===== src/rtl/dispatch_pkg.sv =====
// dispatch_pkg
// Shared helpers for the dispatch register.
// Assumes: task vectors are at most a few hundred bits wide.
package dispatch_pkg;

    // Width of a task number for a given task count (at least one bit).
    function automatic int task_width(input int n);
        return (n > 1) ? $clog2(n) : 1;
    endfunction

endpackage


===== src/rtl/dispatch_set_merge.sv =====
// dispatch_set_merge
// Turns every writer's (valid, task) pair into one mask of tasks to set.
// Because the writes are ORed together, duplicate writes merge into one bit.
// Assumes: task numbers at or above NUM_TASKS are dropped.
module dispatch_set_merge #(
    parameter int NUM_TASKS = 64,
    parameter int NUM_WR    = 6,
    parameter int TASK_W    = 6
) (
    input  logic [NUM_WR-1:0]        wr_valid,
    input  logic [NUM_WR*TASK_W-1:0] wr_task,
    output logic [NUM_TASKS-1:0]     set_mask
);

    // Purpose: decode each writer and OR all of them into the set mask.
    always_comb begin
        set_mask = '0;
        for (int w = 0; w < NUM_WR; w++) begin
            for (int t = 0; t < NUM_TASKS; t++) begin
                if (wr_valid[w] && (wr_task[w*TASK_W +: TASK_W] == TASK_W'(t)))
                    set_mask[t] = 1'b1;
            end
        end
    end

endmodule


===== src/rtl/dispatch_pick.sv =====
// dispatch_pick
// Finds the lowest set bit of a task vector (task 0 is the most urgent).
// Outputs the one-hot form, its index and whether any bit was set.
// Assumes: a purely combinational use inside the grant chain.
module dispatch_pick #(
    parameter int NUM_TASKS = 64,
    parameter int TASK_W    = 6
) (
    input  logic [NUM_TASKS-1:0] vec,
    output logic                 found,
    output logic [NUM_TASKS-1:0] onehot,
    output logic [TASK_W-1:0]    idx
);

    // Purpose: isolate the lowest set bit.
    always_comb begin
        found  = |vec;
        onehot = vec & (-vec);
    end

    // Purpose: encode the one-hot bit into a task number.
    always_comb begin
        idx = '0;
        for (int t = 0; t < NUM_TASKS; t++) begin
            if (onehot[t]) idx = idx | TASK_W'(t);
        end
    end

endmodule


===== src/rtl/dispatch_grant_chain.sv =====
// dispatch_grant_chain
// Serves the read requests of one cycle in ascending port order.
// Each requesting port takes the lowest task left after all lower ports,
// so no two ports receive the same task.
// Assumes: pending is the registered set at the start of the cycle.
module dispatch_grant_chain #(
    parameter int NUM_TASKS = 64,
    parameter int NUM_CPU   = 4,
    parameter int TASK_W    = 6
) (
    input  logic [NUM_TASKS-1:0]      pending,
    input  logic [NUM_CPU-1:0]        rd_req,
    output logic [NUM_CPU-1:0]        got,
    output logic [NUM_CPU*TASK_W-1:0] got_task,
    output logic [NUM_TASKS-1:0]      remain
);

    logic [NUM_TASKS-1:0] avail [NUM_CPU+1];
    logic [NUM_TASKS-1:0] hot   [NUM_CPU];
    logic [NUM_CPU-1:0]   fnd;

    assign avail[0] = pending;

    for (genvar p = 0; p < NUM_CPU; p++) begin : g_stage
        dispatch_pick #(
            .NUM_TASKS (NUM_TASKS),
            .TASK_W    (TASK_W)
        ) u_pick (
            .vec    (avail[p]),
            .found  (fnd[p]),
            .onehot (hot[p]),
            .idx    (got_task[p*TASK_W +: TASK_W])
        );

        // Purpose: remove this port's grant before the next port looks.
        always_comb begin
            got[p]     = rd_req[p] && fnd[p];
            avail[p+1] = rd_req[p] ? (avail[p] & ~hot[p]) : avail[p];
        end
    end

    assign remain = avail[NUM_CPU];

endmodule


===== src/rtl/shared_dispatch_reg.sv =====
// shared_dispatch_reg
// Holds one pending bit per task. Any writer may set a bit, and each processor
// read pops the lowest pending task, with the answer registered one clock
// later. A write in the same cycle overrides a pop of the same task.
// Assumes: synchronous active-low reset; writers never stall.
module shared_dispatch_reg #(
    parameter int NUM_TASKS = 64,
    parameter int NUM_CPU   = 4,
    parameter int NUM_IO    = 2,
    localparam int TASK_W   = dispatch_pkg::task_width(NUM_TASKS),
    localparam int NUM_WR   = NUM_CPU + NUM_IO
) (
    input  logic                      clk,
    input  logic                      rst_n,
    input  logic [NUM_CPU-1:0]        cpu_wr_valid,
    input  logic [NUM_CPU*TASK_W-1:0] cpu_wr_task,
    input  logic [NUM_IO-1:0]         io_wr_valid,
    input  logic [NUM_IO*TASK_W-1:0]  io_wr_task,
    input  logic [NUM_CPU-1:0]        rd_req,
    output logic [NUM_CPU-1:0]        rd_valid,
    output logic [NUM_CPU-1:0]        rd_empty,
    output logic [NUM_CPU*TASK_W-1:0] rd_task
);

    logic [NUM_TASKS-1:0]      pending_q;
    logic [NUM_TASKS-1:0]      set_mask;
    logic [NUM_TASKS-1:0]      remain;
    logic [NUM_CPU-1:0]        got;
    logic [NUM_CPU*TASK_W-1:0] got_task;

    dispatch_set_merge #(
        .NUM_TASKS (NUM_TASKS),
        .NUM_WR    (NUM_WR),
        .TASK_W    (TASK_W)
    ) u_merge (
        .wr_valid ({io_wr_valid, cpu_wr_valid}),
        .wr_task  ({io_wr_task, cpu_wr_task}),
        .set_mask (set_mask)
    );

    dispatch_grant_chain #(
        .NUM_TASKS (NUM_TASKS),
        .NUM_CPU   (NUM_CPU),
        .TASK_W    (TASK_W)
    ) u_chain (
        .pending  (pending_q),
        .rd_req   (rd_req),
        .got      (got),
        .got_task (got_task),
        .remain   (remain)
    );

    // Purpose: pending set update; writes are applied after pops, so they win.
    always_ff @(posedge clk) begin
        if (!rst_n) pending_q <= '0;
        else        pending_q <= remain | set_mask;
    end

    // Purpose: register each port's answer one clock after its request.
    always_ff @(posedge clk) begin
        if (!rst_n) begin
            rd_valid <= '0;
            rd_empty <= '0;
            rd_task  <= '0;
        end else begin
            rd_valid <= rd_req;
            for (int p = 0; p < NUM_CPU; p++) begin
                rd_empty[p]                <= rd_req[p] && !got[p];
                rd_task[p*TASK_W +: TASK_W] <= got[p] ? got_task[p*TASK_W +: TASK_W] : '0;
            end
        end
    end


    reset_clears_chk: assert property (@(posedge clk)
        !rst_n |=> (pending_q == '0) && (rd_valid == '0));


    empty_keeps_set_chk: assert property (@(posedge clk) disable iff (!rst_n)
        (pending_q == '0 && set_mask == '0) |=> pending_q == '0);

    for (genvar i = 0; i < NUM_CPU; i++) begin : g_port_chk

        resp_timing_chk: assert property (@(posedge clk) disable iff (!rst_n)
            1'b1 |=> rd_valid[i] == $past(rd_req[i]));


        empty_zero_chk: assert property (@(posedge clk) disable iff (!rst_n)
            (rd_valid[i] && rd_empty[i]) |-> rd_task[i*TASK_W +: TASK_W] == '0);


        was_pending_chk: assert property (@(posedge clk) disable iff (!rst_n)
            (rd_req[i] && got[i]) |=>
                ((($past(pending_q) >> rd_task[i*TASK_W +: TASK_W]) & 1) != 0));

        for (genvar j = i + 1; j < NUM_CPU; j++) begin : g_pair

            distinct_grant_chk: assert property (@(posedge clk) disable iff (!rst_n)
                (rd_valid[i] && !rd_empty[i] && rd_valid[j] && !rd_empty[j]) |->
                    rd_task[i*TASK_W +: TASK_W] != rd_task[j*TASK_W +: TASK_W]);
        end
    end

endmodule


===== config.mk =====
export PLATFORM = sky130hd
export DESIGN_NAME = shared_dispatch_reg
export DESIGN_NICKNAME = d
export VERILOG_FILES = /design/src/rtl/dispatch_pkg.sv /design/src/rtl/dispatch_set_merge.sv /design/src/rtl/dispatch_pick.sv /design/src/rtl/dispatch_grant_chain.sv /design/src/rtl/shared_dispatch_reg.sv
export SDC_FILE = /design/constraint.sdc
export NUM_CORES = 1
export LEC_CHECK = 0
export CORE_MARGIN = 2
export CORE_UTILIZATION = 29
export CTS_CLUSTER_DIAMETER = 40
export DETAILED_ROUTE_END_ITERATION = 10
export PLACE_DENSITY_LB_ADDON = 0.05
export SYNTH_ARGS = -nofsm -noshare
export SYNTH_HDL_FRONTEND = slang
export SYNTH_SLANG_ARGS = --single-unit

===== constraint.sdc =====
create_clock -name clk -period 7.97 [get_ports clk]
set_clock_uncertainty 0.15 [all_clocks]
set_input_delay 1.1955 -clock clk [delete_from_list [all_inputs] [get_ports clk]]
set_output_delay 1.1955 -clock clk [all_outputs]
set_load 0.02 [all_outputs]

==> flow_summary_export.csv, run 1 <==
group,metric,value,unit
setup_path,ff2ff_setup_slack,0.82,ns
power,p_per_area,135,nW/um2
setup_path,r2r-end,"rd_task[21]",
routing,drtPass1Iterations,6,
routing,final_antenna_net_count,0,
synthesis,ys_warn_count,0,
clocking,insertion_delay,0.42,ns
routing,wl,111000,um
synthesis,synth_nets,2362,
outcome,status,"finished clean",
routing,drtIter0Drc,2747,
synthesis,synth_edf_count,0,
routing,via_count,21900,
setup_path,critical_path_class,"in2reg",
timing,min_period_over_period,0.965,
placed_design,place_ws,-0.239,ns
setup_path,critPathLaunch,"rd_req[0]",
placed_design,io_buffers,79,
timing,fin_ws,0.279,ns
setup_path,cp-start-kind,"primary input",
clocking,holdBufCountCts,0,
setup_path,r2r_cells,17,
routing,vias_per_cell,6.96,
synthesis,ys_seq_elements,96,
setup_path,worstPathMaxFanout,14,
synthesis,synth-async-reset-ratio,0,
floorplanning,dieArea,54400,um2
setup_path,crit_path_end_kind,"register",
placed_design,place_hpwl,91500,um
timing,period_needed,7.69,ns
clocking,cts_root_buf,"clkbuf_16",
global_routing,grt.total_usage,0.403,
setup_path,crit_end,"rd_task[21]",
final_layout,drive_gt1_frac,0.128,
final_layout,fill_cells,5786,
global_routing,overflow,0,
final_layout,stdcell_count,3144,
timing,fin_tns_setup,0,ns
power,ir_worst_vdd,0.000119,V
final_layout,final_util,0.343,
timing,worstMarginPinSlew,1.28,ns
timing,max_slew_margin,0.142,
synthesis,yosysUniqueCellTypes,112,
clocking,htree_num_levels,3,
floorplanning,fp.dieW,233,um
setup_path,arrival,7.87,ns
synthesis,synthCells,2314,
routing,avgRoutedWirePerCell,35.4,um
timing,rsz0062_at_grt,"no",
final_layout,syn_to_final_growth,17.6,%
power,p_leak,6.81,nW
floorplanning,std_cell_rows,84,
timing,drv_slew,0,
placed_design,finalWeightedCongestion,1.08,
clocking,cts_tree,"built",
synthesis,syn_area_per_cell,6.58,um2
clocking,numCtsBuffers,9,
timing,final-setup-viol-count,0,
timing,timing_hold_violations_final,0,
synthesis,synth-main-ff-cell,"dfxtp_1",
floorplanning,core,52200,um2
synthesis,syn_area,15200,um2
global_routing,grt_max_degree,53,
global_routing,antenna_found_initial,6,
global_routing,grt_pass1_vias,20400,
flow_run,cap_violations,0,
clocking,cts_sinks,96,
placed_design,place_area,17600,um2
timing,hold_ws,0.497,ns
final_layout,final_nets,2497,
routing,drc,0,
floorplanning,ios,80,
floorplanning,start_util,0.292,
power,fin_total_pwr,2.42,mW
setup_path,worstPathRequired,8.15,ns
final_layout,design_area,17900,um2
min_path,hold_path_depth,2,
clocking,clkTransAtPathRegs,0.08,ns
synthesis,ys_seq_area_frac,0.126,
setup_path,rr_startpoint,"pending_q[7]",
placed_design,dpl.cell_count,3126,
clocking,clockBufferDepth,2,
global_routing,grt_pass1_wl,157000,um
timing,max_clock_freq,130,MHz
floorplanning,die_h,233,um
min_path,holdCritPathClass,"reg2reg",
## cells in the final DEF, fill, tap and decap left out, types with 14 or more instances in the layout
cell,n
nor2_1,285
nand2_1,263
buf_4,163
nor3_1,122
a21oi_1,120
nand3_1,118
o21ai_0,111
dfxtp_1,96
clkdlybuf4s50_1,79
nor4_1,78
a31oi_1,74
nand4_1,73
a221oi_1,53
o22ai_1,49
o31ai_1,44
nand2b_1,41
inv_1,39
and3_1,39
or3_1,33
and2_1,31
or2_2,28
a22oi_1,26
o221ai_1,26
nor2b_1,25
or4_1,23
o21a_1,21
a41oi_1,19
and4_1,16
nand3b_1,14
## cell usage after synthesis, drive strengths merged (26+ instances only)
cell | number | area share
nor2 | 290 | 0.074
or3 | 36 | 0.016
a221oi | 53 | 0.030
a31oi | 76 | 0.033
o221ai | 26 | 0.015
nor4 | 97 | 0.054
inv | 40 | 0.0099
nand2 | 263 | 0.065
and2 | 31 | 0.013
dfxtp | 96 | 0.13
nand4 | 80 | 0.037
nand2b | 41 | 0.017
o21ai | 124 | 0.041
nand3 | 119 | 0.039
nor3 | 132 | 0.047
o31ai | 50 | 0.028
o22ai | 50 | 0.021
buf | 33 | 0.013
a21oi | 120 | 0.039
or2 | 29 | 0.012
clkbuf | 85 | 0.021
or4 | 28 | 0.015
a22oi | 26 | 0.013
and3 | 39 | 0.016
## state kept, by name, indices dropped and copies added, names as in the netlist
register,flops
pending_q,64
rd_valid,4
rd_task,24
rd_empty,4
## routing by layer
layer | vias up | track usage | wire length [um]
met5 | - | 0 | 11
met1 | 10600 | 0.503 | 43900
met2 | 1510 | 0.649 | 49800
met4 | 2 | 0.231 | 7600
met3 | 316 | 0.0731 | 10100
li1 | 9434 | - | -
## final cells by class
class | instances | area [um2] | share of cell area
Clock inverter | 6 | 51.3 | 0.00286
Antenna cell | 2 | 5.00 | 0.000279
Sequential cell | 96 | 1920 | 0.107
Clock buffer | 10 | 229 | 0.0128
Timing Repair Buffer | 242 | 2010 | 0.112
Tap cell | 688 | 861 | 0.0480
Multi-Input combinational cell | 2058 | 12700 | 0.708
Inverter | 42 | 159 | 0.00887
## cell families (layout without fill, tap and decap cells)
group | count (synthesis) | in the layout | synth area share
simple gates | 1295 | 1295 | 0.464
compound gates | 753 | 753 | 0.360
buf+inv | 160 | 300 | 0.0443
flops | 96 | 96 | 0.126
fa+ha+maj | 6 | 6 | 0.00394
xor+xnor | 3 | 3 | 0.00173
mux | 1 | 1 | 0.000657
other cells | 0 | 2 | 0
## worst max-delay path, cell delays in order
cell and delay (ns):
clkdlybuf4s50_1 0.61, or4b_4 0.64, o41ai_4 0.55, nand4_4 0.24, nor3_1 0.27, buf_4 0.18, a21oi_1 0.12, or4_1 0.80
nor3_1 0.33, and4_1 0.44, nand4_1 0.37, o31ai_1 0.58, nand4_1 0.27, nor3_1 0.29, nand3_2 0.29, o311a_2 0.31
and3_1 0.20, a31oi_1 0.17
## how the worst min path moves through the flow
stage	endpoint	from	slack (ns)
after floorplan	rd_empty[0]	pending_q[63]	0.30
after global placement	rd_task[1]	pending_q[62]	0.51
after detailed placement	rd_task[1]	pending_q[62]	0.49
after CTS	rd_task[1]	pending_q[62]	0.50
after global routing	rd_task[1]	pending_q[62]	0.55
final	rd_task[1]	pending_q[62]	0.50
## power by group
group	internal (mW)	switching, mW
registers	0.505	0.0348
clock network	0.217	0.252
logic	0.441	0.971
total	1.16	1.26
## timing repair
item                       in CTS  in global routing
setup buffers                   0                  0
gates resized for setup         0                  3
setup endpoints to repair       0                  4
No activity file was read; power rests on OpenSTA's default activity.
==> inputs of run 2 (changes only) <==
--- a/config.mk
+++ b/config.mk
@@ -9,6 +9,7 @@
 export CORE_UTILIZATION = 29
 export CTS_CLUSTER_DIAMETER = 40
 export DETAILED_ROUTE_END_ITERATION = 10
+export HOLD_SLACK_MARGIN = 0.05
 export PLACE_DENSITY_LB_ADDON = 0.05
 export SYNTH_ARGS = -nofsm -noshare
 export SYNTH_HDL_FRONTEND = slang
==> results of run 2 <==
No change in the layout: final DEF, timing and power equal those of run 1.
